File: src/rtl/sw_pkg.sv
package sw_pkg;

    typedef enum logic [1:0] {
        SW_IDLE  = 2'd0,
        SW_ISSUE = 2'd1,
        SW_WAIT  = 2'd2
    } sw_state_e;

endpackage

File: src/rtl/sw_load_decode.sv
// Builds the initial packed address and the 256-aware sector total.
module sw_load_decode #(
    parameter int SEC_W  = 8,
    parameter int CYL_W  = 16,
    parameter int HEAD_W = 4,
    parameter int CNT_W  = 8
) (
    input  logic [SEC_W-1:0]          sec_i,
    input  logic [CYL_W/2-1:0]        cyl_lo_i,
    input  logic [CYL_W/2-1:0]        cyl_hi_i,
    input  logic [HEAD_W-1:0]         head_i,
    input  logic [CNT_W-1:0]          count_i,
    output logic [SEC_W+CYL_W+HEAD_W-1:0] addr_o,
    output logic [CNT_W:0]            total_o
);
    localparam logic [CNT_W:0] FULL_CNT = {1'b1, {CNT_W{1'b0}}};

    always_comb begin
        addr_o  = {head_i, cyl_hi_i, cyl_lo_i, sec_i};
        total_o = (count_i == '0) ? FULL_CNT : {1'b0, count_i};
    end

endmodule

File: src/rtl/sw_addr_step.sv
// Next-address arithmetic for both addressing modes.
module sw_addr_step #(
    parameter int SEC_W  = 8,
    parameter int CYL_W  = 16,
    parameter int HEAD_W = 4
) (
    input  logic [SEC_W+CYL_W+HEAD_W-1:0] addr_i,
    input  logic                          lba_i,
    input  logic [SEC_W-1:0]              spt_i,
    input  logic [HEAD_W:0]               heads_i,
    output logic [SEC_W+CYL_W+HEAD_W-1:0] addr_o
);
    localparam int ADDR_W   = SEC_W + CYL_W + HEAD_W;
    localparam int CYL_LSB  = SEC_W;
    localparam int HEAD_LSB = SEC_W + CYL_W;

    logic [SEC_W-1:0]  sec_cur, sec_nxt;
    logic [CYL_W-1:0]  cyl_cur, cyl_nxt;
    logic [HEAD_W-1:0] head_cur, head_nxt;
    logic [HEAD_W:0]   head_inc;
    logic [ADDR_W-1:0] lba_nxt;

    always_comb begin
        sec_cur  = addr_i[SEC_W-1:0];
        cyl_cur  = addr_i[CYL_LSB +: CYL_W];
        head_cur = addr_i[HEAD_LSB +: HEAD_W];
        head_inc = {1'b0, head_cur} + {{HEAD_W{1'b0}}, 1'b1};
        sec_nxt  = sec_cur;
        cyl_nxt  = cyl_cur;
        head_nxt = head_cur;
        if (sec_cur == spt_i) begin
            sec_nxt = {{(SEC_W-1){1'b0}}, 1'b1};
            if (head_inc == heads_i) begin
                head_nxt = '0;
                cyl_nxt  = cyl_cur + {{(CYL_W-1){1'b0}}, 1'b1};
            end else begin
                head_nxt = head_inc[HEAD_W-1:0];
            end
        end else begin
            sec_nxt = sec_cur + {{(SEC_W-1){1'b0}}, 1'b1};
        end
        lba_nxt = addr_i + {{(ADDR_W-1){1'b0}}, 1'b1};
        addr_o  = lba_i ? lba_nxt : {head_nxt, cyl_nxt, sec_nxt};
    end

endmodule

File: src/rtl/sector_walker.sv
module sector_walker
    import sw_pkg::*;
#(
    parameter int SEC_W  = 8,
    parameter int CYL_W  = 16,
    parameter int HEAD_W = 4,
    parameter int CNT_W  = 8
) (
    input  logic                          clk,
    input  logic                          rst_n,
    input  logic                          start_i,
    input  logic                          lba_mode_i,
    input  logic [SEC_W-1:0]              sec_num_i,
    input  logic [CYL_W/2-1:0]            cyl_lo_i,
    input  logic [CYL_W/2-1:0]            cyl_hi_i,
    input  logic [HEAD_W-1:0]             head_i,
    input  logic [CNT_W-1:0]              count_i,
    input  logic [SEC_W-1:0]              spt_i,
    input  logic [HEAD_W:0]               heads_i,
    input  logic                          sec_done_i,
    input  logic                          sec_corr_i,
    input  logic                          sec_unc_i,
    output logic                          req_o,
    output logic [SEC_W+CYL_W+HEAD_W-1:0] addr_o,
    output logic [CNT_W:0]                rem_o,
    output logic                          corr_o,
    output logic                          unc_o,
    output logic                          err_o,
    output logic                          done_o
);
    localparam int ADDR_W = SEC_W + CYL_W + HEAD_W;
    localparam logic [CNT_W:0] ONE_CNT = {{CNT_W{1'b0}}, 1'b1};

    typedef struct packed {
        sw_state_e         st;
        logic [ADDR_W-1:0] addr;
        logic [CNT_W:0]    rem;
        logic              lba;
        logic [SEC_W-1:0]  spt;
        logic [HEAD_W:0]   heads;
        logic              corr;
        logic              unc;
        logic              err;
        logic              done;
    } sw_regs_t;

    sw_regs_t r_q, r_d;

    logic [ADDR_W-1:0] load_addr;
    logic [CNT_W:0]    load_total;
    logic [ADDR_W-1:0] step_addr;

    sw_load_decode #(
        .SEC_W(SEC_W), .CYL_W(CYL_W), .HEAD_W(HEAD_W), .CNT_W(CNT_W)
    ) u_load (
        .sec_i   (sec_num_i),
        .cyl_lo_i(cyl_lo_i),
        .cyl_hi_i(cyl_hi_i),
        .head_i  (head_i),
        .count_i (count_i),
        .addr_o  (load_addr),
        .total_o (load_total)
    );

    sw_addr_step #(
        .SEC_W(SEC_W), .CYL_W(CYL_W), .HEAD_W(HEAD_W)
    ) u_step (
        .addr_i (r_q.addr),
        .lba_i  (r_q.lba),
        .spt_i  (r_q.spt),
        .heads_i(r_q.heads),
        .addr_o (step_addr)
    );

    always_comb begin
        r_d      = r_q;
        r_d.done = 1'b0;
        unique case (r_q.st)
            SW_IDLE: begin
                if (start_i) begin
                    r_d.st    = SW_ISSUE;
                    r_d.addr  = load_addr;
                    r_d.rem   = load_total;
                    r_d.lba   = lba_mode_i;
                    r_d.spt   = spt_i;
                    r_d.heads = heads_i;
                    r_d.corr  = 1'b0;
                    r_d.unc   = 1'b0;
                    r_d.err   = 1'b0;
                end
            end
            SW_ISSUE: begin
                r_d.st = SW_WAIT;
            end
            SW_WAIT: begin
                if (sec_done_i) begin
                    if (sec_unc_i) begin
                        r_d.unc  = 1'b1;
                        r_d.err  = 1'b1;
                        r_d.done = 1'b1;
                        r_d.st   = SW_IDLE;
                    end else begin
                        r_d.corr = r_q.corr | sec_corr_i;
                        r_d.addr = step_addr;
                        r_d.rem  = r_q.rem - ONE_CNT;
                        if (r_q.rem == ONE_CNT) begin
                            r_d.done = 1'b1;
                            r_d.st   = SW_IDLE;
                        end else begin
                            r_d.st = SW_ISSUE;
                        end
                    end
                end
            end
            default: r_d.st = SW_IDLE;
        endcase
    end

    always_ff @(posedge clk or negedge rst_n) begin
        if (!rst_n) begin
            r_q <= '{st: SW_IDLE, addr: '0, rem: '0, lba: 1'b0, spt: '0,
                     heads: '0, corr: 1'b0, unc: 1'b0, err: 1'b0, done: 1'b0};
        end else begin
            r_q <= r_d;
        end
    end

    assign req_o  = (r_q.st == SW_ISSUE);
    assign addr_o = r_q.addr;
    assign rem_o  = r_q.rem;
    assign corr_o = r_q.corr;
    assign unc_o  = r_q.unc;
    assign err_o  = r_q.err;
    assign done_o = r_q.done;


    done_pulse_chk: assert property (@(posedge clk) disable iff (!rst_n)
        done_o |=> !done_o);


    req_pulse_chk: assert property (@(posedge clk) disable iff (!rst_n)
        req_o |=> !req_o);


    unc_hold_chk: assert property (@(posedge clk) disable iff (!rst_n)
        (r_q.st == SW_WAIT && sec_done_i && sec_unc_i) |=>
        (addr_o == $past(addr_o) && rem_o == $past(rem_o) && unc_o && err_o && done_o));


    ok_end_chk: assert property (@(posedge clk) disable iff (!rst_n)
        (done_o && !err_o) |-> (rem_o == '0));


    corr_go_chk: assert property (@(posedge clk) disable iff (!rst_n)
        (r_q.st == SW_WAIT && sec_done_i && sec_corr_i && !sec_unc_i && rem_o > ONE_CNT)
        |=> (req_o && corr_o));


    busy_start_chk: assert property (@(posedge clk) disable iff (!rst_n)
        (r_q.st == SW_ISSUE && start_i) |=> ($stable(addr_o) && $stable(rem_o)));


    unc_err_chk: assert property (@(posedge clk) disable iff (!rst_n)
        unc_o |-> err_o);

endmodule

File: config.mk
export PLATFORM = sky130hd
export DESIGN_NAME = sector_walker
export DESIGN_NICKNAME = d
export VERILOG_FILES = /design/src/rtl/sw_pkg.sv /design/src/rtl/sw_load_decode.sv /design/src/rtl/sw_addr_step.sv /design/src/rtl/sector_walker.sv
export SDC_FILE = /design/constraint.sdc
export NUM_CORES = 1
export LEC_CHECK = 0
export ABC_AREA = 1
export BUFFER_PORTS_ARGS = -buffer_cell sky130_fd_sc_hd__buf_4
export CAP_MARGIN = 5
export CORE_MARGIN = 2
export CORE_UTILIZATION = 50
export CTS_BUF_LIST = sky130_fd_sc_hd__clkbuf_4
export DETAILED_ROUTE_END_ITERATION = 8
export PLACE_DENSITY = 0.86
export SYNTH_ARGS = -nofsm -noshare
export SYNTH_HDL_FRONTEND = slang
export SYNTH_SLANG_ARGS = --single-unit
File: constraint.sdc
create_clock -name clk -period 3.7 [get_ports clk]
set_clock_uncertainty 0.2 [all_clocks]
set_input_delay 0.37 -clock clk [delete_from_list [all_inputs] [get_ports clk]]
set_output_delay 0.37 -clock clk [all_outputs]
set_load 0.05 [all_outputs]
==> reports/qor.yml <==
ys_types: 43
arrival_ns: 2.64
cp_cell_sequence: "nor2_1 > nand2_1 > nand2_1 > nand2_1 > buf_4 > clkinv_2 > nand2_4 > a21oi_4 > o21ai_0 > nand2_1"
async_flop_share_pct: 100
dpl_cell_area_sq_um: 4610
vias_per_cell: 5.33
synth_area_leaders: "dfrtp_1 34%, nand2_1 18%, buf_4 7.2%"
place_congestion: 0.938
hold_path_class: "in -> reg"
die_x_um: 95.1
vias: 4146
min_period_ns: 2.50
ys_seq_elements: 56
seq_area_frac_synth_pct: 33.7
diodes: 0
firstDrtPassIters: 5
start_kind: "flip-flop"
setup_viol: 0
finalSetupTns_ns: 0
drc_errors: 0
synth_ff_type: "dfrtp_1"
io_pins: 98
rsz0062_at_grt: "no"
slew-limit-headroom_pct: 52.8
grt_use_met2_pct: 43.5
routed_wl_um: 10800
final_cell_area_sq_um: 4850
cp_top_family: "simple AND/OR/NAND/NOR gates"
crit_required_ns: 3.84
clock_sinks: 56
clk_path_buf_depth: 2
cts_tree: "yes"
preCtsSetupSlack_ns: 1.27
grt-ovfl-total: 0
nets: 733
synth.largest_area_cell: "dfrtp_1"
worstSetupPathType: "reg -> reg"
cts_resized: 0
cts-buffers-inserted: 5
cpPeakStageDelay_ns: 0.46
switching_power_mw: 2.42
antenna_left: 0
synth_top_area_share_pct: 33.7
die-area_sq_um: 9050
hold_violations: 0
initial_core_util_pct: 51.1
grt_use_total_pct: 25.1
use_met1_pct: 31.6
total_power_mw: 4.30
postLayoutCoreUtil_pct: 59.6
switching_share_pct: 56.1
p_int_mw: 1.89
place_hpwl_um: 7960
synth_common_cells: "203 x nand2_1, 61 x nor2_1, 56 x dfrtp_1, 40 x a21oi_1, 40 x buf_4"
clkPwrFrac_pct: 8.2
syn_area_sq_um: 4150
rows: 33
clk_latency_ns: 0.39
path_buf_inv: 2
clock.fmax_mhz: 400
ys_warn_count: 0
powerDensity_nw_per_um2: 888
path_common_cell: "nand2_1"
drtIter0Drc: 236
layout_setup_ws_ns: 1.20
die_h_um: 95.1
crit_fanout: 20
post_drt_wl_per_cell_um: 13.8
syn2layout_area_growth_pct: 16.8
synth_cells: 610
cts_root_buf: "clkbuf_4"
grt_antenna_before_repair: 0
grt_pass1_wl_um: 18000
grt_pass1_vias: 4030
fill_cells: 736
worst_pin_slew_ns: 0.707
pwr-share-seq_pct: 29.8
io_buffers: 97
peakVddDrop_mv: 0.649
syn_nets: 671
endpoint_kind: "flip-flop"
status: "finished, final reports clean"
top_usage_layer: "met2"
yosysMostFrequentCell: "nand2_1"
combinationalPowerShare_pct: 62.0
cap_violations: 0
leakage_nw: 2.36
synth_edf_count: 0
grt_max_degree: 57
crit_path_top_delay_cell: "dfrtp_1"
fin_crit_sh_pct: 67.5
drv_slew: 0
clkTransAtPathRegs_ns: 0.17
coreArea_sq_um: 8130
syn_area_per_cell_sq_um: 6.81
met3_usage_pct: 3.64
drive_gt1_share_pct: 20.2
htree_num_levels: 2
-- area by class of cell --
type                    count  area, sq um  share of cell area [%]
flip-flops and latches     56         1400                    28.9
clock buffers               5         37.5                   0.774
inverters                  44          166                    3.43
clock inverters             3         47.5                   0.981
repair buffers            115          901                    18.6
well taps                 105          131                    2.71
multi-input cells         450         2160                    44.6
-- worst register-to-register path, delay by kind of cell (launching register included) --
kind	cells	cell delay [ns]
compound gates	2	0.55
simple gates	6	0.80
flops	1	0.46
buf+inv	2	0.43
-- final timing paths --
| kind | start | to | slack, ns | cells past startpoint |
|---|---|---|---|---|
| min in group asynchronous | rst_n | rem_o[3] | 0.34 | 2 |
| max in group asynchronous | rst_n | rem_o[1] | 2.50 | 2 |
| max | r_q[56] | addr_o[12] | 1.20 | 10 |
| min reg2reg | r_q[10] | r_q[10] | 0.32 | 2 |
| min | sec_corr_i | corr_o | 0.02 | 3 |
| max reg2reg | r_q[56] | addr_o[12] | 1.20 | 10 |
-- cells by family after synthesis --
logic type / synth area share [%]
AND/OR/NAND/NOR: 35.2
buffers and inverters: 14.2
AO/OA/AOI/OAI: 12.4
flip-flops: 33.7
XOR/XNOR: 2.92
adder cells (fa/ha/maj): 1.51
-- routing by layer --
layer  part of all wire, %  wire length (um)
met5                     0                 0
met4                   2.0               220
met3                   5.6               603
met2                    49              5240
met1                    44              4700
-- sequential cells by signal (all words and copies together) (netlist names) --
signal	flops
rem_o	9
corr_o	1
r_q	16
addr_o	28
unc_o	1
done_o	1
-- metrics by stage --
| stage | cells | hold WS, ns |
|---|---|---|
| 5_1_grt | 778 | 0.00488 |
| 3_5_place_dp | 755 | 0.271 |
| 3_3_place_gp | 755 | 0.271 |
| 4_1_cts | 778 | 0.0120 |
| 2_1_floorplan | 610 | -0.126 |
| 6_report | 778 | 0.0166 |
-- timing repair --
item | 4_1_cts | 5_1_grt
hold endpoints to repair | 70 | 0
buffers inserted | 0 | 0
hold buffers | 15 | 0
-- power groups by stage --
stage                     sequential, mW  clock, mW  combinational (mW)
after global routing                1.33      0.382                2.93
after CTS                           1.27      0.360                2.67
after global placement              1.27          0                2.58
after floorplan                     1.15          0                2.36
final                               1.28      0.352                2.67
after detailed placement            1.29          0                2.64
-- placed cells by master, fill, tap and decap left out, drive strengths merged, types with 4 or more instances in the layout --
cell,count
nand2,211
o21ai,33
nand3,37
nor2,70
buf,100
dfrtp,56
nand4,11
nor3,4
a21oi,41
inv,43
ha,5
dlygate4sd3,15
xnor2,11
clkbuf,5
No activity file was read; power rests on OpenSTA's default activity.
